## src/rtl/dafir_pkg.sv

```systemverilog
// Package dafir_pkg
// Shared types and width helpers for the bit-serial table-lookup FIR.
// Assumes nothing beyond the IEEE 1800-2017 language.
package dafir_pkg;

    // Sequencer state: waiting for a sample, or stepping through bit positions
    typedef enum logic {
        ST_IDLE = 1'b0,
        ST_RUN  = 1'b1
    } run_state_e;

    // Width of a selector over n items; never narrower than one bit
    function automatic int sel_w(input int n);
        return (n > 1) ? $clog2(n) : 1;
    endfunction

endpackage

```

## src/rtl/dafir_lut_ram.sv

```systemverilog
// Module dafir_lut_ram
// Writable group-sum table with one write port and two asynchronous read
// ports, so that two sections can share one copy of the storage.
// Assumes the contents are loaded before they are used; the storage is not reset.
module dafir_lut_ram #(
    parameter int AW = 4,
    parameter int DW = 10
) (
    input  logic          clk,
    input  logic          we,
    input  logic [AW-1:0] waddr,
    input  logic [DW-1:0] wdata,
    input  logic [AW-1:0] ra_addr,
    output logic [DW-1:0] ra_data,
    input  logic [AW-1:0] rb_addr,
    output logic [DW-1:0] rb_data
);
    localparam int DEPTH = 1 << AW;

    logic [DW-1:0] mem [DEPTH];

    // Store one entry per accepted write
    always_ff @(posedge clk) begin
        if (we) begin
            mem[waddr] <= wdata;
        end
    end

    // Both read ports see the stored contents without delay
    assign ra_data = mem[ra_addr];
    assign rb_data = mem[rb_addr];

endmodule

```

## src/rtl/dafir_section.sv

```systemverilog
// Module dafir_section
// One bit-field section. In each run cycle it builds the table addresses from
// bit position (SEC_IDX*SLICE_R + slc) of every stored sample, sums the group
// table outputs, and adds that sum, scaled by 2^slc, into its total. When
// LAST_SEC is set, the final position is subtracted (two's-complement sign weight).
// Assumes slc counts 0..SLICE_R-1 while run is high and restarts at 0 per sample.
module dafir_section #(
    parameter int DATA_W  = 8,
    parameter int TAPS    = 8,
    parameter int GROUPS  = 2,
    parameter int SLICE_R = 4,
    parameter int SW      = 2,
    parameter int TBL_W   = 10,
    parameter int OUT_W   = 19,
    parameter int SEC_IDX = 0,
    parameter bit LAST_SEC = 1'b0
) (
    input  logic                     clk,
    input  logic                     rst_n,
    input  logic                     run,
    input  logic [SW-1:0]            slc,
    input  logic [TAPS*DATA_W-1:0]   tap_bus,
    input  logic [GROUPS*TBL_W-1:0]  lut_rd,
    output logic [TAPS-1:0]          lut_addr,
    output logic signed [OUT_W-1:0]  acc
);
    localparam int BASE_BIT = SEC_IDX * SLICE_R;

    logic signed [OUT_W-1:0] slice_sum;
    logic signed [OUT_W-1:0] weighted;
    logic                    neg_step;
    logic                    first_step;

    // Gather the current bit position of every tap; tap t drives address bit t
    always_comb begin
        lut_addr = '0;
        for (int t = 0; t < TAPS; t++) begin
            lut_addr[t] = tap_bus[t*DATA_W + BASE_BIT + int'(slc)];
        end
    end

    // Sign-extend and add the group table outputs
    always_comb begin
        slice_sum = '0;
        for (int g = 0; g < GROUPS; g++) begin
            slice_sum = slice_sum +
                {{(OUT_W-TBL_W){lut_rd[g*TBL_W+TBL_W-1]}}, lut_rd[g*TBL_W +: TBL_W]};
        end
    end

    assign weighted   = slice_sum <<< slc;
    assign first_step = (slc == '0);
    assign neg_step   = LAST_SEC && (slc == SW'(SLICE_R-1));

    // Scale and add (or subtract, on the sign position) into the section total
    always_ff @(posedge clk) begin
        if (!rst_n) begin
            acc <= '0;
        end else if (run) begin
            acc <= (first_step ? '0 : acc) + (neg_step ? -weighted : weighted);
        end
    end

    // the total moves only while a sample is being processed
    p_acc_idle_r5: assert property (@(posedge clk) disable iff (!rst_n)
        !run |=> $stable(acc));

endmodule

```

## src/rtl/dafir_add_tree.sv

```systemverilog
// Module dafir_add_tree
// Registered binary adder tree over N signed inputs, with one register level
// per tree level, plus a valid pipeline of matching depth.
// Assumes N >= 2; missing leaves up to the next power of two read as zero.
module dafir_add_tree #(
    parameter int N = 2,
    parameter int W = 19
) (
    input  logic                 clk,
    input  logic                 rst_n,
    input  logic                 vin,
    input  logic [N*W-1:0]       din,
    output logic                 vout,
    output logic signed [W-1:0]  dout
);
    localparam int LEVELS = $clog2(N);
    localparam int PADN   = 1 << LEVELS;

    logic signed [W-1:0] leaf [PADN];
    logic signed [W-1:0] node [1:PADN-1];
    logic [LEVELS-1:0]   vpipe;

    for (genvar i = 0; i < PADN; i++) begin : g_leaf
        if (i < N) begin : g_real
            assign leaf[i] = din[i*W +: W];
        end else begin : g_pad
            assign leaf[i] = '0;
        end
    end

    // Child of heap node: a leaf below the last level, else an inner node
    function automatic logic signed [W-1:0] kid(input int j);
        return (j >= PADN) ? leaf[j-PADN] : node[j];
    endfunction

    // Every inner node registers the sum of its two children
    always_ff @(posedge clk) begin
        if (!rst_n) begin
            for (int i = 1; i < PADN; i++) node[i] <= '0;
        end else begin
            for (int i = 1; i < PADN; i++) node[i] <= kid(2*i) + kid(2*i+1);
        end
    end

    // Delay the valid flag by one cycle per tree level
    always_ff @(posedge clk) begin
        if (!rst_n) vpipe <= '0;
        else        vpipe <= (vpipe << 1) | LEVELS'(vin);
    end

    assign vout = vpipe[LEVELS-1];
    assign dout = node[1];

    // a result leaves the tree exactly LEVELS cycles after it enters
    p_tree_delay_r7: assert property (@(posedge clk) disable iff (!rst_n)
        vout |-> $past(vin, LEVELS));

endmodule

```

## src/rtl/dafir_core.sv

```systemverilog
// Module dafir_core
// Table-lookup FIR with run-time writable group tables. It keeps a sample
// history, steps every section through its bit positions in parallel, merges
// the section totals in a registered tree, and registers the result.
// Assumes DATA_W is a multiple of SECT_Q, TAPS a multiple of GROUP,
// SECT_Q >= 2 and DATA_W/SECT_Q >= 2.
module dafir_core
    import dafir_pkg::*;
#(
    parameter int DATA_W = 8,
    parameter int COEF_W = 8,
    parameter int TAPS   = 8,
    parameter int GROUP  = 4,
    parameter int SECT_Q = 2,
    localparam int GROUPS  = TAPS / GROUP,
    localparam int GSEL_W  = sel_w(GROUPS),
    localparam int TBL_W   = COEF_W + $clog2(GROUP),
    localparam int OUT_W   = COEF_W + DATA_W + $clog2(TAPS)
) (
    input  logic              clk,
    input  logic              rst_n,
    input  logic              in_valid,
    input  logic [DATA_W-1:0] in_sample,
    input  logic              tbl_we,
    input  logic [GSEL_W-1:0] tbl_group,
    input  logic [GROUP-1:0]  tbl_addr,
    input  logic [TBL_W-1:0]  tbl_data,
    output logic              out_valid,
    output logic [OUT_W-1:0]  out_data
);
    localparam int SLICE_R = DATA_W / SECT_Q;
    localparam int SW      = sel_w(SLICE_R);
    localparam int PAIRS   = (SECT_Q + 1) / 2;

    run_state_e              state;
    logic [SW-1:0]           slc;
    logic                    busy;
    logic                    last_slc;
    logic                    accept;
    logic                    done_r;
    logic                    tbl_wr_ok;
    logic [DATA_W-1:0]       taps [TAPS];
    logic [TAPS*DATA_W-1:0]  tap_bus;
    logic [TAPS-1:0]         sec_addr [SECT_Q];
    logic [TBL_W-1:0]        rd_sg [SECT_Q][GROUPS];
    logic signed [OUT_W-1:0] sec_acc [SECT_Q];
    logic [SECT_Q*OUT_W-1:0] tree_in;
    logic                    tree_v;
    logic signed [OUT_W-1:0] tree_d;
    logic [SW:0]             gap_cnt;

    assign busy      = (state == ST_RUN);
    assign last_slc  = busy && (slc == SW'(SLICE_R-1));
    assign accept    = in_valid && (!busy || last_slc);
    assign tbl_wr_ok = tbl_we && !busy;

    // Shift the accepted sample into the history
    always_ff @(posedge clk) begin
        if (!rst_n) begin
            for (int k = 0; k < TAPS; k++) taps[k] <= '0;
        end else if (accept) begin
            taps[0] <= in_sample;
            for (int k = 1; k < TAPS; k++) taps[k] <= taps[k-1];
        end
    end

    for (genvar k = 0; k < TAPS; k++) begin : g_bus
        assign tap_bus[k*DATA_W +: DATA_W] = taps[k];
    end

    // Sequence bit positions: start on accept, stop after the last one
    always_ff @(posedge clk) begin
        if (!rst_n) begin
            state <= ST_IDLE;
            slc   <= '0;
        end else if (accept) begin
            state <= ST_RUN;
            slc   <= '0;
        end else if (last_slc) begin
            state <= ST_IDLE;
        end else if (busy) begin
            slc <= slc + 1'b1;
        end
    end

    // Flag the cycle in which all section totals are final
    always_ff @(posedge clk) begin
        if (!rst_n) done_r <= 1'b0;
        else        done_r <= last_slc;
    end

    // Tables: one shared copy per section pair and tap group
    for (genvar p = 0; p < PAIRS; p++) begin : g_pair
        for (genvar g = 0; g < GROUPS; g++) begin : g_grp
            logic we_g;
            assign we_g = tbl_wr_ok && (tbl_group == GSEL_W'(g));
            if (2*p+1 < SECT_Q) begin : g_dual
                dafir_lut_ram #(.AW(GROUP), .DW(TBL_W)) u_ram (
                    .clk     (clk),
                    .we      (we_g),
                    .waddr   (tbl_addr),
                    .wdata   (tbl_data),
                    .ra_addr (sec_addr[2*p][g*GROUP +: GROUP]),
                    .ra_data (rd_sg[2*p][g]),
                    .rb_addr (sec_addr[2*p+1][g*GROUP +: GROUP]),
                    .rb_data (rd_sg[2*p+1][g])
                );
            end else begin : g_single
                logic [TBL_W-1:0] spare_rd;
                dafir_lut_ram #(.AW(GROUP), .DW(TBL_W)) u_ram (
                    .clk     (clk),
                    .we      (we_g),
                    .waddr   (tbl_addr),
                    .wdata   (tbl_data),
                    .ra_addr (sec_addr[2*p][g*GROUP +: GROUP]),
                    .ra_data (rd_sg[2*p][g]),
                    .rb_addr ('0),
                    .rb_data (spare_rd)
                );
            end
        end
    end

    // Sections, each feeding a field-weighted total into the tree
    for (genvar q = 0; q < SECT_Q; q++) begin : g_sec
        logic [GROUPS*TBL_W-1:0] rd_flat;
        for (genvar g = 0; g < GROUPS; g++) begin : g_pack
            assign rd_flat[g*TBL_W +: TBL_W] = rd_sg[q][g];
        end
        dafir_section #(
            .DATA_W (DATA_W), .TAPS (TAPS), .GROUPS (GROUPS),
            .SLICE_R (SLICE_R), .SW (SW), .TBL_W (TBL_W), .OUT_W (OUT_W),
            .SEC_IDX (q), .LAST_SEC (q == SECT_Q-1)
        ) u_sec (
            .clk      (clk),
            .rst_n    (rst_n),
            .run      (busy),
            .slc      (slc),
            .tap_bus  (tap_bus),
            .lut_rd   (rd_flat),
            .lut_addr (sec_addr[q]),
            .acc      (sec_acc[q])
        );
        assign tree_in[q*OUT_W +: OUT_W] = sec_acc[q] <<< (q*SLICE_R);
    end

    dafir_add_tree #(.N(SECT_Q), .W(OUT_W)) u_tree (
        .clk   (clk),
        .rst_n (rst_n),
        .vin   (done_r),
        .din   (tree_in),
        .vout  (tree_v),
        .dout  (tree_d)
    );

    // Capture each finished result and hold it until the next one
    always_ff @(posedge clk) begin
        if (!rst_n) begin
            out_valid <= 1'b0;
            out_data  <= '0;
        end else begin
            out_valid <= tree_v;
            if (tree_v) out_data <= tree_d;
        end
    end

    // Cycles since the last accept, saturating; used only by an assertion
    always_ff @(posedge clk) begin
        if (!rst_n)                           gap_cnt <= (SW+1)'(SLICE_R);
        else if (accept)                      gap_cnt <= '0;
        else if (gap_cnt < (SW+1)'(SLICE_R))  gap_cnt <= gap_cnt + 1'b1;
    end

    // accepts are never closer than one full bit-position sweep
    p_accept_gap_r6: assert property (@(posedge clk) disable iff (!rst_n)
        accept |-> (gap_cnt >= (SW+1)'(SLICE_R-1)));

    // without a new sample the sequencer goes idle after the last position
    p_sweep_end_r5: assert property (@(posedge clk) disable iff (!rst_n)
        (last_slc && !in_valid) |=> !busy);

    // the result flag is a single-cycle pulse
    p_out_pulse_r7: assert property (@(posedge clk) disable iff (!rst_n)
        out_valid |=> !out_valid);

    // the output value moves only together with the valid pulse
    p_out_hold_r9: assert property (@(posedge clk) disable iff (!rst_n)
        !out_valid |-> $stable(out_data));

endmodule

```

## config.mk

```make
export PLATFORM = sky130hd
export DESIGN_NAME = dafir_core
export DESIGN_NICKNAME = d
export VERILOG_FILES = /design/src/rtl/dafir_pkg.sv /design/src/rtl/dafir_lut_ram.sv /design/src/rtl/dafir_section.sv /design/src/rtl/dafir_add_tree.sv /design/src/rtl/dafir_core.sv
export SDC_FILE = /design/constraint.sdc
export NUM_CORES = 1
export LEC_CHECK = 0
export BUFFER_PORTS_ARGS = -buffer_cell sky130_fd_sc_hd__buf_2
export CORE_ASPECT_RATIO = 0.9
export CORE_MARGIN = 2
export CORE_UTILIZATION = 50
export CTS_BUF_LIST = sky130_fd_sc_hd__clkbuf_16
export DETAILED_ROUTE_END_ITERATION = 6
export MAX_ROUTING_LAYER = met4
export PLACE_DENSITY = 0.66
export SYNTH_ARGS = -nofsm -noshare
export SYNTH_HDL_FRONTEND = slang
export SYNTH_SLANG_ARGS = --single-unit
```

## constraint.sdc

```tcl
create_clock -name clk -period 8.1 [get_ports clk]
set_clock_uncertainty 0.2 [all_clocks]
set_input_delay 0.81 -clock clk [delete_from_list [all_inputs] [get_ports clk]]
set_output_delay 0.81 -clock clk [all_outputs]
set_load 0.02 [all_outputs]
```

==> summary.md, run 1 <==
| Metric | Value |
|---|---|
| Antenna-violating nets left | `0` |
| Minimum clock period after layout | `7.55 ns` |
| Grt ovf | `0` |
| Clk pwr share | `about a third` |
| #FFs+latches synth | `around 460` |
| Vias/cell | `roughly 6` |
| MaxCap Viol Count | `0` |
| Die H | `about 210 um` |
| Number of enable flip-flop cells after synthesis | `roughly 380` |
| Reg-to-reg startpoint | `slc[0]$_SDFFE_PP0P_` |
| Period utilisation layout | `between 90 and 100%` |
| Worst setup path class | `reg2reg` |
| RSZ-0062 raised after global routing | `false` |
| Slowest stage delay, CP | `around 0.7 ns` |
| Final net count | `around 1800` |
| Final setup margin | `roughly 0.55 ns` |
| Worst Setup SP | `slc[0]$_SDFFE_PP0P_` |
| CP dominant cell by count | `or3_1` |
| Post-DP Area | `0.0251 mm^2` |
| Maximum vdd drop | `~0.00018 V` |
| Hold_ws | `around 0.23 ns` |
| # setup viols final | `0` |
| CP max stage cell | `mux4_2` |
| Antenna violations before repair | `0` |
| Synth warnings | `0` |
| Root buffer cell | `clkbuf_16` |
| DIE AREA | `approximately 0.050 mm^2` |
| FP Rows | `between 70 and 80` |
| Setup TNS | `0 ns` |
| Worst EP arrival | `roughly 7.9 ns` |
| Sequential element share of the synthesized area | `between 50% and 60%` |
| Crit path required time | `around 8.4 ns` |
| Vias | `about 15000` |
| Sw frac | `a little under a third` |
| Max Freq | `132 MHz` |
| Leading cell types in the layout, fill and taps excluded | `edfxtp_1 (384), mux4_2 (177), nor2_1 (123), mux2i_1 (100), nand2_1 (84)` |
| Crit-path leading delay family | `compound AO/OA/AOI/OAI gates` |
| ANT cells | `0` |
| Initial drt markers | `1541` |
| Sw Pwr | `about 2.1 mW` |
| Netlist cell types | `76` |
| Post-route standard cell area excluding fillers | `between 0.02 and 0.03 mm^2` |
| Worst-case clock buffer depth | `3` |
| First-pass GRT wire length | `88.0 mm` |
| Sequential power share | `between 40 and 50%` |
| Internal power | `roughly 4.7 mW` |
| Final Power | `6.78 mW` |
| Clock latency on the worst-skew pair | `a little over 0.6 ns` |
| Place WS | `0.416 ns` |
| Global-route usage over all layers | `between 20% and 30%` |
| Slew headroom | `a little over an eighth` |
| H-tree levels | `2` |
| Reg area | `0.0131 mm^2` |
| CTS Sinks | `462` |
| Multi-input logic area | `0.0105 mm^2` |
| Top cell type's share of synthesized area | `between 40% and 50%` |
| Yosys top cell by area | `edfxtp_1` |
| IO buf count | `46` |
| Routed WL per cell | `about 24 um` |
| Synth async-reset ratio | `0%` |
| Mapped Cells | `around 1700` |
| Top FF cell, synth | `edfxtp_1` |
| Leak Pwr | `between 9 and 10 nW` |
| # IOs | `47` |
| Largest cells by area after synthesis | `edfxtp_1 (48%), mux4_2 (17%), dfxtp_1 (6.5%), mux2i_1 (4.2%), ha_1 (3.6%)` |
| Hold Path Class | `reg2reg` |
| Syn Nets | `1785` |
| Worst Path Buf+Inv | `1` |
| Number of fill cells | `3795` |
| Most common cell after layout, fill and taps aside | `edfxtp_1` |
| Detailed placement HPWL | `about 38 mm` |
| Worst path cell trace | `mux4_2, buf_4, mux4_2, mux2_2, nand2_1, o21ai_0, ha_1, a211o_2, a211o_1, and2_4, xor2_1, a2111oi_2, o21ai_1, or3_1, o21ai_0, xnor2_1, ha_1, or3_1, a311oi_1, o41ai_2, or3_1, nor4_1, o311ai_1, o21ai_1` |
| Initial Util | `50.5%` |
| CP Max Fanout | `13` |
| Layout cells sized above 1 | `23.6%` |
| CP startpoint kind | `flip-flop` |
| Hold_sp | `done_r$_SDFF_PN0_` |
| CTS hold repair buffers | `0` |
| DRT Wirelength | `between 50 and 60 mm` |
| Power Density | `about 250 mW/mm^2` |
| Largest net degree at the start of global routing | `67` |
| Actual slew at the worst max-slew pin | `1.30 ns` |
| Vias in the first global route | `14500` |
| Status | `completed` |
| Total CTS buffers | `48` |
| Total core area | `between 0.04 and 0.05 mm^2` |
| Die Width | `235 um` |
| Area grow syn2layout | `10.9%` |
| Gp weighted congestion | `about 0.86` |
| Pins Over Slew Limit | `0` |
| Synthesized cell area | `0.0241 mm^2` |
| CTS tree | `yes` |
| Clock Pin Slew Worst Setup and Hold Paths | `around 0.060 ns` |
| Hold Vio Cnt, Final | `0` |
| First-pass DRT Iterations | `5` |
| Combinational power share | `28.1%` |
| Syn Area/Cell | `approximately 14 um^2` |
| DRC | `0` |
| Worst Setup End Kind | `flip-flop` |
[layer usage]
layer  share of wire (%)  track usage [%]  vias to the layer above  wire [um]
met5                   0                -                        -          0
met3                 7.2             3.78                       66       4100
li1                    -                -                     6672          -
met2                  47             36.9                      533      26400
met4                 2.0             6.35                        0       1130
met1                  44             33.5                     7457      25100
[area by class of cell]
class	count	share of cell area, %
Timing Repair Buffer	106	2.67
Sequential cell	462	49.0
Tap cell	624	2.92
Clock inverter	41	1.20
Inverter	35	0.491
Clock buffer	48	4.49
Multi-Input combinational cell	1093	39.3
[registers in the layout, summed over array words and instances, names as in the netlist]
name                           flops
done_r                             1
taps                              64
busy                               1
u_tree.node                       19
u_tree.vout                        1
out_data                          19
g_sec.u_sec.acc                   34
out_valid                          1
slc                                2
g_pair.g_grp.g_dual.u_ram.mem    320
[power groups by stage]
stage               sequential (mW)  combinational (mW)  clock, mW
finish                         2.74                1.90       2.13
CTS                            2.74                1.89       2.17
global placement               2.79                1.85          0
floorplan                      2.76                1.44          0
global route                   2.75                2.11       2.27
detailed placement             2.79                1.88          0
[timing repair]
action / CTS / global route
gates resized for setup: 0 / 4
buffers inserted: 0 / 13
setup endpoints to repair: 0 / 5
[cells by family after synthesis]
| family | Yosys count | synth area share, % |
|---|---|---|
| simple gates | 417 | 8.65 |
| xor+xnor | 63 | 2.29 |
| fa+ha+maj | 75 | 4.05 |
| buf+inv | 128 | 2.25 |
| flops | 462 | 54.3 |
| compound gates | 218 | 5.79 |
| mux | 320 | 22.7 |
[per-stage QoR]
step	utilization (%)	instances
finish	56.0	2409
global route	56.0	2409
CTS	55.7	2396
detailed placement	52.6	2307
global placement	52.6	2307
floorplan	-	1683
[synth_stat cells, drive strengths merged, types with 3 or more instances]
library cell / number
edfxtp: 384
mux4: 177
nor2: 124
mux2i: 100
nand2: 85
o21ai: 81
and2: 78
dfxtp: 78
ha: 70
a21oi: 51
clkbuf: 51
mux2: 43
buf: 42
xnor2: 42
nor2b: 37
inv: 34
xor2: 21
nor3: 18
or3: 13
a21o: 12
nand2b: 12
nand3: 9
nand3b: 9
o31ai: 9
or2: 9
and3: 8
a211oi: 7
a311oi: 6
fa: 5
a2111oi: 4
a21boi: 4
a221oi: 4
nand4: 4
o211ai: 4
o21bai: 4
a31oi: 3
nor4: 3
o21a: 3
o311ai: 3
o31a: 3
[final timing paths]
| kind | end | slack (ns) | cells past startpoint |
|---|---|---|---|
| min reg2reg | u_tree.vout$_SDFF_PN0_ | 0.23 | 1 |
| max reg2reg | g_sec[1].u_sec.acc[14]$_SDFFE_PN0P_ | 0.55 | 24 |
| min | u_tree.vout$_SDFF_PN0_ | 0.23 | 1 |
| max | g_sec[1].u_sec.acc[14]$_SDFFE_PN0P_ | 0.55 | 24 |
Power figures use the tool's default switching activity.
==> run 2: changes to the inputs <==
PLACE_DENSITY = 0.68   (was 0.66)
SLEW_MARGIN = 10   (was unset)
clock period = 6.72 ns   (was 8.1 ns; I/O delays follow)
==> summary.md, run 2 (synthesis results as in run 1) <==
| Metric | Value |
|---|---|
| RR Endpoint | `g_sec[1].u_sec.acc[14]$_SDFFE_PN0P_ (unchanged)` |
| Worst EP arrival | `6.96 ns (was 7.87 ns)` |
| CP startpoint kind | `flip-flop (unchanged)` |
| RSZ-0062 raised after global routing | `true (was false)` |
| Layout cells sized above 1 | `34.0% (was 23.6%)` |
| Total core area | `0.0477 mm^2 (unchanged)` |
| Grt ovf | `0 (unchanged)` |
| Crit-path leading delay family | `compound AO/OA/AOI/OAI gates (unchanged)` |
| Leading cell types in the layout, fill and taps excluded | `edfxtp_1 (384), buf_4 (195), mux4_2 (177), nor2_1 (111), mux2i_1 (94) (was edfxtp_1 (384), mux4_2 (177), nor2_1 (123), mux2i_1 (100), nand2_1 (84))` |
| Minimum clock period after layout | `6.70 ns (was 7.55 ns)` |
| Final net count | `2010 (was 1848)` |
| First-pass GRT wire length | `91.0 mm (was 88.0 mm)` |
| Fin cells | `2570 (was 2409)` |
| Routed WL per cell | `23.2 um (was 23.6 um)` |
| Hold Path Class | `in2reg (was reg2reg)` |
| # setup viols final | `0 (unchanged)` |
| Met3 usage | `3.64% (was 3.78%)` |
| # IOs | `47 (unchanged)` |
| Worst Reg-to-Reg Cells | `28 (was 24)` |
| CP max stage cell | `mux4_2 (unchanged)` |
| Period utilisation layout | `99.6% (was 93.2%)` |
| Vias/cell | `6.02 (was 6.11)` |
| Worst Setup End Kind | `flip-flop (unchanged)` |
| Largest net degree at the start of global routing | `67 (unchanged)` |
| Final Power | `9.01 mW (was 6.78 mW)` |
| Max FFs per register | `320 (unchanged)` |
| Post-DP Area | `0.0260 mm^2 (was 0.0251 mm^2)` |
| DRT Wirelength | `59.6 mm (was 56.8 mm)` |
| Biggest register | `g_pair.g_grp.g_dual.u_ram.mem (unchanged)` |
| Reg-to-reg startpoint | `slc[0]$_SDFFE_PP0P_ (unchanged)` |
| Initial drt markers | `1439 (was 1541)` |
| Worst Path Buf+Inv | `5 (was 1)` |
| Total placed cells including tap cells | `2422 (was 2307)` |
| Power Density | `314 mW/mm^2 (was 253 mW/mm^2)` |
| Vias | `15500 (was 14700)` |
| Status | `completed (unchanged)` |
| DIE AREA | `0.0500 mm^2 (unchanged)` |
| Die Width | `235 um (unchanged)` |
| FP Rows | `76 (unchanged)` |
| Crit path required time | `6.99 ns (was 8.42 ns)` |
| Antenna violations before repair | `0 (unchanged)` |
| Setup TNS | `0 ns (unchanged)` |
| Leak Pwr | `10.3 nW (was 9.29 nW)` |
| Actual slew at the worst max-slew pin | `1.39 ns (was 1.30 ns)` |
| Global-route usage over all layers | `24.8% (was 23.9%)` |
| CP Max Fanout | `14 (was 13)` |
| Worst hold path depth | `3 (was 1)` |
| Detailed placement HPWL | `39.9 mm (was 38.3 mm)` |
| Reg2reg setup slack | `0.02 ns (was 0.55 ns)` |
| Hold_sp | `in_valid (was done_r$_SDFF_PN0_)` |
| Die H | `212 um (unchanged)` |
| Most Used Layer, Global Route | `met2 (unchanged)` |
| Root buffer cell | `clkbuf_16 (unchanged)` |
| CTS tree | `yes (unchanged)` |
| Met2 Resource Use GR | `38.8% (was 36.9%)` |
| DRC | `0 (unchanged)` |
| Post-layout util | `60.0% (was 56.0%)` |
| Worst setup path class | `reg2reg (unchanged)` |
| ANT cells | `0 (unchanged)` |
| Total CTS buffers | `49 (was 48)` |
| Maximum vdd drop | `0.000189 V (was 0.000185 V)` |
| Most common cell after layout, fill and taps aside | `edfxtp_1 (unchanged)` |
| Clock Pin Slew Worst Setup and Hold Paths | `0.06 ns (about the same)` |
| Hold Vio Cnt, Final | `0 (unchanged)` |
| Place WS | `-0.175 ns (was 0.416 ns)` |
| Max Freq | `149 MHz (was 132 MHz)` |
| Final setup margin | `0.0236 ns (was 0.550 ns)` |
| First-pass DRT Iterations | `5 (unchanged)` |
| Slowest stage delay, CP | `0.56 ns (was 0.70 ns)` |
| Hold_ws | `0.115 ns (was 0.231 ns)` |
| H-tree levels | `2 (unchanged)` |
| Crit path depth | `28 (was 24)` |
| Slew headroom | `7.06% (was 13.2%)` |
| M1 GR Usage | `33.6% (was 33.5%)` |
| Area grow syn2layout | `18.9% (was 10.9%)` |
| Antenna-violating nets left | `0 (unchanged)` |
| CTS Sinks | `462 (unchanged)` |
| Clock latency on the worst-skew pair | `0.63 ns (was 0.61 ns)` |
| CTS hold repair buffers | `0 (unchanged)` |
| Pins Over Slew Limit | `0 (unchanged)` |
| Hold Path End | `busy$_SDFFE_PN0P_ (was u_tree.vout$_SDFF_PN0_)` |
| Vias in the first global route | `15600 (was 14500)` |
| CP dominant cell by count | `buf_4 (was or3_1)` |
| Worst-case clock buffer depth | `3 (unchanged)` |
| MaxCap Viol Count | `0 (unchanged)` |
| Largest registers | `g_pair.g_grp.g_dual.u_ram.mem: 320 flops, taps: 64 flops, g_sec.u_sec.acc: 34 flops (unchanged)` |
| IO buf count | `46 (unchanged)` |
| Initial Util | `50.5% (unchanged)` |
| Gp weighted congestion | `0.930 (was 0.859)` |
| Post-route standard cell area excluding fillers | `0.0287 mm^2 (was 0.0267 mm^2)` |
run 2: changes by cell type in the layout (fill, tap and decap cells not counted), sizes merged:
cell	delta
buf	+159
bufbuf	+1
bufinv	+1
clkbuf	+2
clkinv	-1
inv	-1
run 2: worst reg2reg max path: cells and delay by family (launching register included):
| kind | cells | cell delay, ns |
|---|---|---|
| compound gates | 10 | 2.03 |
| mux | 4 | 1.46 |
| simple gates | 5 | 1.01 |
| buf+inv | 5 | 0.78 |
| fa+ha+maj | 2 | 0.41 |
| flops | 1 | 0.40 |
| xor+xnor | 2 | 0.29 |
run 2: metal layers:
| layer | part of all wire (%) | vias to the layer above |
|---|---|---|
| li1 | - | 6999 |
| met1 | 43 | 7736 |
| met2 | 47 | 598 |
| met3 | 7.1 | 128 |
| met4 | 3.3 | 0 |
| met5 | 0 | - |
run 2: cell type report:
class | instances | area (um^2)
Multi-Input combinational cell | 1093 | 10900
Tap cell | 624 | 781
Fill cell | 3628 | 19100
Sequential cell | 462 | 13100
Timing Repair Buffer | 267 | 2160
Clock inverter | 40 | 322
Inverter | 35 | 131
Clock buffer | 49 | 1230
run 2: timing repair:
action,in CTS,in global routing
endpoints found under the setup margin,5,9
setup buffers,17,39
gates cloned,2,1
pin swaps,19,41
resized for setup,46,90
run 2: how the worst max path moves through the flow:
stage / start / to
finish: slc[0]$_SDFFE_PP0P_ / g_sec[1].u_sec.acc[14]$_SDFFE_PN0P_
global route: slc[0]$_SDFFE_PP0P_ / g_sec[1].u_sec.acc[14]$_SDFFE_PN0P_
CTS: slc[0]$_SDFFE_PP0P_ / g_sec[1].u_sec.acc[14]$_SDFFE_PN0P_
detailed placement: slc[0]$_SDFFE_PP0P_ / g_sec[0].u_sec.acc[18]$_SDFFE_PN0P_
global placement: slc[0]$_SDFFE_PP0P_ / g_sec[1].u_sec.acc[14]$_SDFFE_PN0P_
floorplan: slc[0]$_SDFFE_PP0P_ / g_sec[1].u_sec.acc[14]$_SDFFE_PN0P_
run 2: power by group:
part           total (mW)  internal (mW)  switching [mW]
sequential           3.30           3.22          0.0785
clock                2.63           1.48            1.14
combinational        3.08           1.55            1.52
total                9.01           6.26            2.75
